[src/rtl/rxa_pkg.sv]
package rxa_pkg;

   typedef enum logic [1:0] {
      EV_IDLE  = 2'd0,
      EV_START = 2'd1,
      EV_BIT   = 2'd2,
      EV_EOF   = 2'd3
   } rxa_ev_e;

   // start outranks a bit, a bit outranks end-of-frame
   function automatic rxa_ev_e rxa_decode(input logic start, input logic vld, input logic eof);
      if (start)    return EV_START;
      else if (vld) return EV_BIT;
      else if (eof) return EV_EOF;
      else          return EV_IDLE;
   endfunction

endpackage

[src/rtl/rxa_coll_track.sv]
module rxa_coll_track
   import rxa_pkg::*;
#(
   parameter int POS_W = 5
) (
   input  logic             clk,
   input  logic             rst_n,
   input  rxa_ev_e          ev_i,
   input  logic             coll_i,
   output logic             seen_o,
   output logic [POS_W-1:0] pos_o,
   output logic             inv_o
);
   localparam int                CNT_W   = POS_W + 1;
   localparam logic [CNT_W-1:0]  CNT_MAX = '1;
   localparam logic [CNT_W-1:0]  POS_LIM = CNT_W'((1 << POS_W) - 1);

   logic [CNT_W-1:0] cnt_q;
   logic [CNT_W-1:0] cnt_inc;
   logic             seen_q;

   // saturating count keeps the out-of-range case sticky
   assign cnt_inc = (cnt_q == CNT_MAX) ? cnt_q : cnt_q + 1'b1;

   always_ff @(posedge clk or negedge rst_n) begin
      if (!rst_n) begin
         cnt_q  <= '0;
         seen_q <= 1'b0;
         pos_o  <= '0;
         inv_o  <= 1'b1;
      end else begin
         case (ev_i)
            EV_START: begin
               cnt_q  <= '0;
               seen_q <= 1'b0;
               pos_o  <= '0;
               inv_o  <= 1'b1;
            end
            EV_BIT: begin
               cnt_q <= cnt_inc;
               if (coll_i && !seen_q) begin
                  seen_q <= 1'b1;
                  if (cnt_inc <= POS_LIM) begin
                     pos_o <= cnt_inc[POS_W-1:0];
                     inv_o <= 1'b0;
                  end
               end
            end
            default: ;
         endcase
      end
   end

   assign seen_o = seen_q;

endmodule

[src/rtl/rxa_byte_pack.sv]
module rxa_byte_pack
   import rxa_pkg::*;
#(
   parameter int ALIGN_W = 3
) (
   input  logic               clk,
   input  logic               rst_n,
   input  rxa_ev_e            ev_i,
   input  logic [ALIGN_W-1:0] align_i,
   input  logic               bit_i,
   output logic               wr_o,
   output logic [(1<<ALIGN_W)-1:0] data_o,
   output logic [ALIGN_W-1:0] bits_o
);
   localparam int                 BYTE_W = 1 << ALIGN_W;
   localparam logic [ALIGN_W-1:0] TOP    = ALIGN_W'(BYTE_W - 1);

   logic [ALIGN_W-1:0] ptr_q;
   logic [BYTE_W-1:0]  buf_q;
   logic [BYTE_W-1:0]  buf_nxt;
   logic               part_q;

   // one insertion mux per bit slot
   for (genvar b = 0; b < BYTE_W; b++) begin : g_slot
      assign buf_nxt[b] = (ptr_q == ALIGN_W'(b)) ? bit_i : buf_q[b];
   end

   always_ff @(posedge clk or negedge rst_n) begin
      if (!rst_n) begin
         ptr_q  <= '0;
         buf_q  <= '0;
         part_q <= 1'b0;
         wr_o   <= 1'b0;
         data_o <= '0;
         bits_o <= '0;
      end else begin
         wr_o <= 1'b0;
         case (ev_i)
            EV_START: begin
               ptr_q  <= align_i;
               buf_q  <= '0;
               part_q <= 1'b0;
            end
            EV_BIT: begin
               if (ptr_q == TOP) begin
                  wr_o   <= 1'b1;
                  data_o <= buf_nxt;
                  bits_o <= '0;
                  buf_q  <= '0;
                  ptr_q  <= '0;
                  part_q <= 1'b0;
               end else begin
                  buf_q  <= buf_nxt;
                  ptr_q  <= ptr_q + 1'b1;
                  part_q <= 1'b1;
               end
            end
            EV_EOF: begin
               if (part_q) begin
                  wr_o   <= 1'b1;
                  data_o <= buf_q;
                  bits_o <= ptr_q;
               end
               buf_q  <= '0;
               ptr_q  <= '0;
               part_q <= 1'b0;
            end
            default: ;
         endcase
      end
   end

endmodule

[src/rtl/rx_bit_aligner.sv]
module rx_bit_aligner
   import rxa_pkg::*;
#(
   parameter int ALIGN_W  = 3,
   parameter int POS_W    = 5,
   parameter bit CLEAR_EN = 1'b1
) (
   input  logic                    clk,
   input  logic                    rst_n,
   input  logic                    start_i,
   input  logic [ALIGN_W-1:0]      align_i,
   input  logic                    keep_after_coll_i,
   input  logic                    bit_vld_i,
   input  logic                    bit_dat_i,
   input  logic                    bit_coll_i,
   input  logic                    eof_i,
   output logic                    wr_o,
   output logic [(1<<ALIGN_W)-1:0] wr_data_o,
   output logic [ALIGN_W-1:0]      wr_bits_o,
   output logic [POS_W-1:0]        coll_pos_o,
   output logic                    coll_pos_inv_o
);
   if (ALIGN_W < 1 || ALIGN_W > 6) begin : g_bad_align
      $error("ALIGN_W out of range");
   end
   if (POS_W < 2 || POS_W > 16) begin : g_bad_pos
      $error("POS_W out of range");
   end

   rxa_ev_e ev;
   logic    seen;
   logic    stored_bit;

   assign ev = rxa_decode(start_i, bit_vld_i, eof_i);

   // blanking after the first collision is an optional variant
   if (CLEAR_EN) begin : g_blank
      assign stored_bit = bit_dat_i & (keep_after_coll_i | ~seen);
   end else begin : g_pass
      assign stored_bit = bit_dat_i;
   end

   rxa_coll_track #(.POS_W(POS_W)) u_coll (
      .clk    (clk),
      .rst_n  (rst_n),
      .ev_i   (ev),
      .coll_i (bit_coll_i),
      .seen_o (seen),
      .pos_o  (coll_pos_o),
      .inv_o  (coll_pos_inv_o)
   );

   rxa_byte_pack #(.ALIGN_W(ALIGN_W)) u_pack (
      .clk     (clk),
      .rst_n   (rst_n),
      .ev_i    (ev),
      .align_i (align_i),
      .bit_i   (stored_bit),
      .wr_o    (wr_o),
      .data_o  (wr_data_o),
      .bits_o  (wr_bits_o)
   );

endmodule

[config.mk]
export PLATFORM = sky130hd
export DESIGN_NAME = rx_bit_aligner
export DESIGN_NICKNAME = d
export VERILOG_FILES = /design/src/rtl/rxa_pkg.sv /design/src/rtl/rxa_coll_track.sv /design/src/rtl/rxa_byte_pack.sv /design/src/rtl/rx_bit_aligner.sv
export SDC_FILE = /design/constraint.sdc
export NUM_CORES = 1
export LEC_CHECK = 0
export BUFFER_PORTS_ARGS = -buffer_cell sky130_fd_sc_hd__buf_2
export CAP_MARGIN = 20
export CORE_UTILIZATION = 32
export DETAILED_ROUTE_END_ITERATION = 8
export PLACE_DENSITY = 0.63
export SYNTH_ARGS = -nofsm -noshare
export SYNTH_HDL_FRONTEND = slang
export SYNTH_SLANG_ARGS = --single-unit
[constraint.sdc]
create_clock -name clk -period 1.9 [get_ports clk]
set_clock_uncertainty 0.05 [all_clocks]
set_input_delay 0.095 -clock clk [delete_from_list [all_inputs] [get_ports clk]]
set_output_delay 0.095 -clock clk [all_outputs]
set_load 0.01 [all_outputs]
==> out/results.tsv, run 1 <==
stage	metric	value	unit
critical_path	CP cell instances	ha_1, ha_2, a211o_1, nand3b_1, o21ai_0	
synthesis	syn_nets	230	
synthesis	Cells after Synth	209	
critical_path	CP max stage delay	400	ps
hold_path	HP Class	input pin to flip-flop	
global_route	initial antenna violation count	0	
global_route	Tot GR Track Use	15.2	%
timing	maximum clock rate	545	MHz
drt	routed vias/inst	5.07	
drt	overall routed net length	4410	µm
critical_path	delay-heaviest family, CP	compound AO/OA/AOI/OAI gates	
synthesis	Mapped Avg Cell Area	9.46	µm²
floorplan	Core Rows	28	
global_route	number of global-route vias before repair	1565	
floorplan	num ports	29	
drt	DRC Markers	0	
drt	ANT nets after route	0	
timing	Final Setup Violations	0	
critical_path	type of the worst setup path	flip-flop to flip-flop	
layout	commonest non-fill, non-tap cell in the layout	dfrtp_1	
floorplan	die area	0.00650	mm²
cts	Sink Count	37	
timing	Period Utilization, post-route	96.6	%
cts	clk_lat worst skew	280	ps
drt	DRT Pass-1 Iters	4	
layout	Final Util	40.4	%
timing	unrepaired setup endpoints after global routing	yes	
floorplan	core area	0.00596	mm²
critical_path	worst-path maximum fanout	7	
cts	maximum clock insertion buffer count	2	
critical_path	worst path bufs/invs	0	
timing	Hold Slack	68.8	ps
global_route	GR Overflow Total	0	
timing	setup ws final	65.1	ps
timing	relative slew slack	75.0	%
layout	fraction of layout cells with a size suffix above 1	23.6	%
critical_path	Worst EP arrival	1980	ps
cts	H-tree depth	2	
cts	Setup Fix Bufs, Post-CTS	0	
global_route	largest net degree at the start of global routing	18	
synthesis	synthesized cell area	0.00198	mm²
layout	fin nets	274	
layout	Cell Count, Final, Fillers Out	329	
timing	Tmin final	1830	ps
power	leakage	0.00113	µW
floorplan	Die H	80.6	µm
power	VDD IR max	0.243	mV
placed_design	placed wire-length estimate	3300	µm
drt	drt first-iter violations	75	
power	pwr/cell area	815	mW/mm²
synthesis	#FFs+latches synth	37	
cts	Root Driver	clkbuf_8	
layout	# diodes	0	
synthesis	Seq/Total Area, Yosys	46.9	%
synthesis	post-synth cell types	40	
timing	final hold violation count	0	
flow_run	Max Cap Viol	0	
cts	CTS tree	built	
layout	most frequent cells in the layout	35 x dfrtp_1, 28 x buf_2, 25 x a21oi_1, 20 x nor2_1, 18 x o21ai_0	
drt	via count	1667	
status	status	complete, no violations	
placed_design	DP Area	0.00230	mm²
placed_design	Inst Count DP	320	
critical_path	CP required	2050	ps
layout	post-route cell area	0.00240	mm²
synthesis	number of synthesis warnings	0	
floorplan	Starting Density	33.2	%
global_route	first-pass GRT wire length	7600	µm
timing	measured slew at the worst slew-check pin	375	ps
drt	average routed wire per standard cell	13.4	µm
critical_path	CP Launch Type	flip-flop	
critical_path	Slowest-stage cell, CP	dfrtp_1	
layout	P&R area growth vs syn	21.6	%
timing	fin. max-slew vios	0	
placed_design	DP Worst Slack	40.9	ps
placed_design	Port Buf Inserts	28	
placed_design	routability cong.	0.792	
floorplan	Die X	80.6	µm
cts	Inserted Clock Buffers	5	
cts	Clock Pin Slew Worst Setup and Hold Paths	70	ps
critical_path	Crit. End Element	flip-flop	
worst register-to-register path, stage by stage (launching register included):
cell and delay, ps:
dfrtp_1 400, ha_1 250, ha_2 210, a211o_1 280
nand3b_1 310, o21ai_0 250
cell usage after synthesis:
cell type	number	area share (%)
dfrtp_1	36	46
a21oi_1	25	6.3
nor2_1	20	3.8
o21ai_0	20	5.1
nand2_1	17	3.2
inv_1	12	2.3
mux2i_1	11	5.6
ha_1	10	6.3
nand3_1	6	1.5
clkbuf_1	5	0.95
o2bb2ai_1	5	2.2
a22o_1	4	1.8
and3_1	3	0.95
a221oi_1	2	0.89
and3_4	2	1.1
buf_2	2	0.51
buf_6	2	1.1
clkinv_1	2	0.38
nand3b_1	2	0.76
nor2b_1	2	0.63
o211ai_1	2	0.76
a211o_1	1	0.44
a21boi_0	1	0.38
a21boi_1	1	0.38
a21oi_2	1	0.44
a221o_1	1	0.51
a22oi_1	1	0.38
a31o_2	1	0.44
a41oi_1	1	0.44
and2_1	1	0.32
dfstp_2	1	1.3
nand2b_1	1	0.32
nor2_2	1	0.32
nor4_1	1	0.32
o21ai_1	1	0.25
o22ai_1	1	0.32
o41ai_1	1	0.44
or2_2	1	0.32
xnor2_1	1	0.44
xor2_1	1	0.44
kinds of logic after synthesis:
group | share of synthesized area, %
multiplexers | 5.57
buffers and inverters | 5.25
XOR/XNOR | 0.886
AND/OR/NAND/NOR | 13.6
flip-flops | 46.9
AO/OA/AOI/OAI | 21.5
adder cells (fa/ha/maj) | 6.33
what timing repair did:
| item | 4_1_cts | 5_1_grt |
|---|---|---|
| resized for setup | 0 | 7 |
| hold buffers | 1 | 0 |
| endpoints found under the hold margin | 15 | 0 |
| endpoints found under the setup margin | 0 | 18 |
layout make-up:
type	instances	area [µm²]
fill	600	3550
multi-input combinational	149	958
sequential	37	928
timing repair buffer	46	290
tap	75	93.8
clock buffer	8	80.1
inverter	14	52.6
registers in the layout, summed over array words and instances (netlist names):
| register | flops |
|---|---|
| u_pack.ptr_q | 3 |
| u_pack.data_o | 8 |
| u_coll.cnt_q | 6 |
| u_coll.seen_o | 1 |
| u_pack.wr_o | 1 |
| u_coll.pos_o | 5 |
| u_coll.inv_o | 1 |
| u_pack.part_q | 1 |
| u_pack.bits_o | 3 |
| u_pack.buf_q | 8 |
power by group:
group          switching (µW)  internal [µW]  leakage, µW
Clock                     258            260    0.0000395
Sequential               53.4            880     0.000483
Combinational             288            218     0.000603
metrics by stage:
stage	setup TNS [ps]	power (µW)
after floorplan	0	1240
after global placement	0	1430
after detailed placement	0	1450
after CTS	0	1970
after global routing	-252	2100
final	0	1960
metal layers:
metal / vias up / part of all wire (%) / global-route usage [%]
met5: - / 0 / 0
met4: 0 / 1.2 / 4.82
met1: 802 / 49 / 21.7
met2: 31 / 46 / 23.2
met3: 6 / 3.6 / 2.61
li1: 828 / - / -
worst paths after layout:
kind	startpoint	end	slack, ps	depth (start not counted)
min in group asynchronous	rst_n	u_pack.data_o[6]	200	2
hold reg to reg	u_coll.inv_o	u_coll.inv_o	430	2
hold / removal	align_i[0]	u_pack.ptr_q[0]	70	3
setup reg to reg	u_pack.ptr_q[0]	u_pack.buf_q[2]	70	5
max in group asynchronous	rst_n	u_coll.inv_o	1010	3
setup / recovery	u_pack.ptr_q[0]	u_pack.buf_q[2]	70	5
No activity file was read; power rests on OpenSTA's default activity.
==> inputs of run 2 (changes only) <==
--- a/config.mk
+++ b/config.mk
@@ -9,7 +9,8 @@
 export CAP_MARGIN = 20
 export CORE_UTILIZATION = 32
 export DETAILED_ROUTE_END_ITERATION = 8
-export PLACE_DENSITY = 0.63
+export PLACE_DENSITY = 0.62
 export SYNTH_ARGS = -nofsm -noshare
 export SYNTH_HDL_FRONTEND = slang
+export SYNTH_HIERARCHICAL = 1
 export SYNTH_SLANG_ARGS = --single-unit
==> run 2 against run 1 <==
Effect of this change:
- die area grew 16%
- routed wire length grew 12%
- synthesized cell count grew 7.2%
- synthesized area grew 16%
- sequential share of layout area shrank 4.7 points
- setup slack gained 68 ps
- critical endpoint is now u_coll/pos_o[1]
- largest cell class unchanged
- highest routed layer unchanged
==> out/results.tsv, run 2 <==
stage	metric	value	unit
status	status	complete, no violations	
timing	fin. max-slew vios	0	
global_route	Tot GR Track Use	14.4	%
synthesis	cell accounting for the most synthesized area	dfrtp_1	
drt	via count	1727	
critical_path	Slowest-stage cell, CP	or4_4	
drt	DRC Markers	0	
placed_design	routability cong.	0.819	
floorplan	die area	0.00751	mm²
hold_path	HP Class	input pin to flip-flop	
timing	measured slew at the worst slew-check pin	474	ps
timing	Final Setup Violations	0	
global_route	largest net degree at the start of global routing	38	
synthesis	top-count cell post-synth	dfrtp_1	
cts	H-tree depth	2	
cts	Setup Fix Bufs, Post-CTS	0	
drt	drt first-iter violations	140	
synthesis	Yosys top cell area share	39.3	%
drt	routed vias/inst	4.78	
placed_design	Port Buf Inserts	28	
critical_path	worst path bufs/invs	0	
floorplan	num ports	29	
timing	maximum clock rate	566	MHz
cts	maximum clock insertion buffer count	2	
synthesis	syn_nets	245	
placed_design	placed wire-length estimate	3520	µm
critical_path	CP max stage delay	520	ps
synthesis	number of synthesized flops with an enable pin	0	
synthesis	async set-reset flop share out of synthesis	100	%
timing	Period Utilization, post-route	93.0	%
critical_path	CP required	2060	ps
timing	final hold violation count	0	
floorplan	Core Rows	30	
critical_path	Worst EP arrival	1930	ps
synthesis	Seq/Total Area, Yosys	40.4	%
layout	# diodes	0	
cts	Clock Pin Slew Worst Setup and Hold Paths	80	ps
layout	fraction of layout cells with a size suffix above 1	32.5	%
drt	overall routed net length	4930	µm
timing	Tmin final	1770	ps
critical_path	Crit. End Element	flip-flop	
cts	Sink Count	37	
critical_path	CP cell instances	ha_2, a21bo_1, or4_4, a22o_1, a21oi_1	
drt	DRT Pass-1 Iters	4	
global_route	first-pass GRT wire length	8290	µm
cts	Root Driver	clkbuf_8	
layout	Final Util	39.9	%
timing	unrepaired setup endpoints after global routing	no	
timing	relative slew slack	68.4	%
synthesis	Cells after Synth	224	
floorplan	Die X	86.7	µm
layout	flip-flop and latch area	928	µm²
floorplan	Starting Density	33.4	%
floorplan	Die H	86.7	µm
synthesis	synthesized cell area	0.00229	mm²
power	leakage	0.00125	µW
layout	multi-input logic area	0.00121	mm²
critical_path	CP Launch Type	flip-flop	
layout	commonest non-fill, non-tap cell in the layout	dfrtp_1	
synthesis	post-synth cell types	53	
floorplan	core area	0.00687	mm²
layout	P&R area growth vs syn	19.4	%
drt	average routed wire per standard cell	13.7	µm
synthesis	ranking of synthesized cells by area	dfrtp_1 39%, a31oi_4 7.4%, ha_1 5.5%, a21oi_1 3.9%, o21ai_0 3.5%	
synthesis	#FFs+latches synth	37	
critical_path	delay-heaviest family, CP	compound AO/OA/AOI/OAI gates	
global_route	GR Overflow Total	0	
cts	clk_lat worst skew	280	ps
global_route	number of global-route vias before repair	1671	
layout	fill cell count	679	
critical_path	type of the worst setup path	flip-flop to flip-flop	
critical_path	worst-path maximum fanout	6	
cts	CTS tree	built	
synthesis	most used flip-flop cell after synthesis	dfrtp_1	
placed_design	DP Area	0.00259	mm²
layout	post-route cell area	0.00274	mm²
layout	most frequent cells in the layout	35 x dfrtp_1, 28 x buf_2, 18 x inv_1, 18 x a21oi_1, 17 x buf_4	
flow_run	Max Cap Viol	0	
power	pwr/cell area	864	mW/mm²
synthesis	Synth top cells by count	36 x dfrtp_1, 18 x a21oi_1, 18 x inv_1	
power	VDD IR max	0.232	mV
layout	Largest regs	u_pack/buf_q x8, u_pack/data_o x8, u_coll/cnt_q x6	
synthesis	Mapped Avg Cell Area	10.2	µm²
global_route	initial antenna violation count	0	
drt	ANT nets after route	0	
synthesis	number of synthesis warnings	6	
cts	Inserted Clock Buffers	5	
layout	fin nets	285	
run 2: cell type report:
| type | instances | share of cell area, % |
|---|---|---|
| clock buffer | 5 | 2.51 |
| timing repair buffer | 46 | 10.1 |
| inverter | 18 | 2.47 |
| clock inverter | 3 | 2.37 |
| multi-input combinational | 156 | 44.2 |
| tap | 96 | 4.38 |
| sequential | 37 | 33.9 |
run 2: tightest hold or removal path: cells and delay by family:
| family | cells | cell delay (ps) |
|---|---|---|
| compound gates | 2 | 140 |
| buf+inv | 1 | 110 |
run 2: what timing repair did:
| action | 4_1_cts | 5_1_grt |
|---|---|---|
| hold buffers | 1 | 0 |
| gates resized for setup | 0 | 2 |
| hold endpoints to repair | 36 | 0 |
| setup endpoints to repair | 0 | 10 |
run 2: layer usage:
layer | track usage [%] | routed length [µm] | up-vias
li1 | - | - | 885
met2 | 21.0 | 2120 | 33
met1 | 20.3 | 2580 | 807
met4 | 5.45 | 48 | 0
met5 | 0 | 0 | -
met3 | 3.62 | 184 | 2
run 2: worst paths after layout:
path | cells after the start | slack [ps] | from | end
min reg2reg | 1 | 450 | u_pack/buf_q[0] | u_pack/buf_q[0]
min | 3 | 50 | bit_coll_i | u_coll/seen_o
min in group asynchronous | 3 | 330 | rst_n | u_coll/pos_o[3]
max | 5 | 130 | u_coll/cnt_q[0] | u_coll/pos_o[1]
max in group asynchronous | 3 | 1110 | rst_n | u_coll/inv_o
max reg2reg | 5 | 130 | u_coll/cnt_q[0] | u_coll/pos_o[1]
run 2: power by group:
part | internal, µW | switching (µW)
registers | 896 | 54.8
clock network | 522 | 288
logic | 274 | 334
run 2: cells by family (layout without fill, tap and decap cells):
family                     after synthesis  after routing  synth area share [%]
DFF                                     37             37                  40.4
muxes                                    7              7                  3.33
buffers and inverters                   31             72                  7.14
AOI/OAI and AO/OA                       79             79                  27.7
and+or+nand+nor                         60             60                  16.0
adders and majority gates               10             10                  5.45
run 2: through the flow:
stage               instances  setup TNS (ps)  hold slack, ps  total power [µW]  setup WS, ps
floorplan                 224            -273            -251              1380         -58.4
global route              361               0            55.0              2510          74.8
finish                    361               0            53.9              2370           133
global placement          352               0             122              1570           101
CTS                       361               0            49.3              2400          46.4
detailed placement        352               0             123              1580          56.7
==> inputs of run 3 (changes only) <==
--- a/config.mk
+++ b/config.mk
@@ -10,6 +10,7 @@
 export CORE_UTILIZATION = 32
 export DETAILED_ROUTE_END_ITERATION = 8
 export PLACE_DENSITY = 0.62
+export REMOVE_ABC_BUFFERS = 1
 export SYNTH_ARGS = -nofsm -noshare
 export SYNTH_HDL_FRONTEND = slang
 export SYNTH_HIERARCHICAL = 1
==> run 3 against run 2 <==
Effect of this change:
- fmax decreased by 3.2%
- first-iteration DRC count down 52%
- non-clock buffer count grew 3
- via count grew 4.5%
- hold slack got worse by 29 ps
- routed wire length grew 4.6%
- register-to-register slack worse by 60 ps
- critical endpoint unchanged
==> out/results.tsv, run 3 (synthesized netlist as in run 2, its figures left out) <==
stage	metric	value	unit
drt	DRC Markers	0	
cts	Inserted Clock Buffers	5	
layout	# diodes	0	
layout	most frequent cells in the layout	36 x dfrtp_1, 28 x buf_2, 20 x buf_4, 18 x inv_1, 18 x a21oi_1	
placed_design	routability cong.	0.809	
layout	P&R area growth vs syn	18.6	%
global_route	GR Overflow Total	0	
drt	ANT nets after route	0	
timing	Period Utilization, post-route	96.0	%
timing	Final Setup Violations	0	
placed_design	placed wire-length estimate	3870	µm
global_route	initial antenna violation count	0	
power	VDD IR max	0.387	mV
critical_path	Crit. End Element	flip-flop	
timing	TNS Setup	0	ps
layout	fin nets	288	
cts	Clock Pin Slew Worst Setup and Hold Paths	70	ps
drt	via count	1804	
cts	Setup Fix Bufs, Post-CTS	0	
timing	relative slew slack	61.9	%
timing	Tmin final	1820	ps
floorplan	num ports	29	
critical_path	CP required	2060	ps
timing	maximum clock rate	548	MHz
cts	Sink Count	37	
cts	CTS tree	built	
flow_run	Max Cap Viol	0	
timing	unrepaired setup endpoints after global routing	no	
power	leakage	0.00125	µW
timing	final hold violation count	0	
global_route	largest net degree at the start of global routing	24	
layout	fraction of layout cells with a size suffix above 1	32.5	%
floorplan	core area	0.00687	mm²
global_route	Tot GR Track Use	14.8	%
global_route	number of global-route vias before repair	1761	
power	pwr/cell area	798	mW/mm²
status	status	complete, no violations	
power	Pwr Total	2170	µW
cts	Root Driver	clkbuf_8	
global_route	first-pass GRT wire length	8630	µm
cts	H-tree depth	2	
placed_design	DP Area	0.00261	mm²
floorplan	die area	0.00751	mm²
floorplan	Die X	86.7	µm
cts	clk_lat worst skew	290	ps
timing	fin. max-slew vios	0	
drt	drt first-iter violations	67	
layout	commonest non-fill, non-tap cell in the layout	dfrtp_1	
critical_path	CP Launch Type	flip-flop	
floorplan	Starting Density	33.4	%
cts	maximum clock insertion buffer count	2	
layout	post-route cell area	0.00272	mm²
critical_path	type of the worst setup path	flip-flop to flip-flop	
hold_path	HP Class	input pin to flip-flop	
drt	overall routed net length	5160	µm
placed_design	Port Buf Inserts	28	
drt	routed vias/inst	4.96	
critical_path	Worst EP arrival	1980	ps
layout	Largest regs	u_pack/buf_q x8, u_pack/data_o x8, u_coll/cnt_q x6	
drt	DRT Pass-1 Iters	4	
floorplan	Die H	86.7	µm
critical_path	worst-path maximum fanout	4	
timing	measured slew at the worst slew-check pin	571	ps
drt	average routed wire per standard cell	14.2	µm
floorplan	Core Rows	30	
==> run 3: layer usage <==
layer	GRT usage (%)	vias to the layer above	share of wire, %
li1	-	891	-
met1	19.5	863	49
met2	25.4	48	47
met3	2.95	2	3.7
met4	2.73	0	0.37
met5	0	-	0
==> run 3: stage by stage <==
| step | util, % | worst slack (ps) | cells | hold WS (ps) |
|---|---|---|---|---|
| floorplan | - | -500 | 211 | -251 |
| global placement | 38.0 | 85.2 | 355 | 51.1 |
| detailed placement | 38.0 | 57.3 | 355 | 68.4 |
| CTS | 39.5 | 29.4 | 364 | 19.0 |
| global route | 39.6 | 6.20 | 364 | 44.5 |
| finish | 39.6 | 75.2 | 364 | 24.4 |
==> run 3: critical path: stages, from the launching register on <==
cell	delay, ps
dfrtp_1	390
ha_1	220
a21bo_1	200
or4_4	500
a22o_1	240
a21oi_1	140
==> run 3: report_power, final <==
part           leakage [µW]  switching (µW)  internal, µW
clock network     0.0000512             299           295
registers          0.000485            65.7           896
logic              0.000714             339           276
total               0.00125             705          1470
==> run 3: worst paths after layout <==
check                           startpoint                to  slack, ps  cells past startpoint
hold / removal                  bit_coll_i     u_coll/seen_o         20                      3
hold reg to reg            u_pack/buf_q[1]   u_pack/buf_q[1]        440                      1
min in group asynchronous            rst_n  u_pack/data_o[7]        290                      2
setup reg to reg           u_coll/cnt_q[0]   u_coll/pos_o[1]         80                      5
setup / recovery           u_coll/cnt_q[0]   u_coll/pos_o[1]         80                      5
max in group asynchronous            rst_n   u_coll/cnt_q[2]        970                      3
==> run 3: area by class of cell <==
class / count / area (µm²)
clock buffer: 6 / 82.6
clock inverter: 2 / 13.8
multi-input combinational: 156 / 1210
tap: 96 / 120
fill: 698 / 4150
timing repair buffer: 49 / 300
inverter: 18 / 67.6
sequential: 37 / 927
==> run 3: timing repair <==
action | in CTS | in global routing
gates resized for setup | 0 | 2
hold endpoints to repair | 20 | 0
endpoints found under the setup margin | 0 | 12
hold buffers | 1 | 0
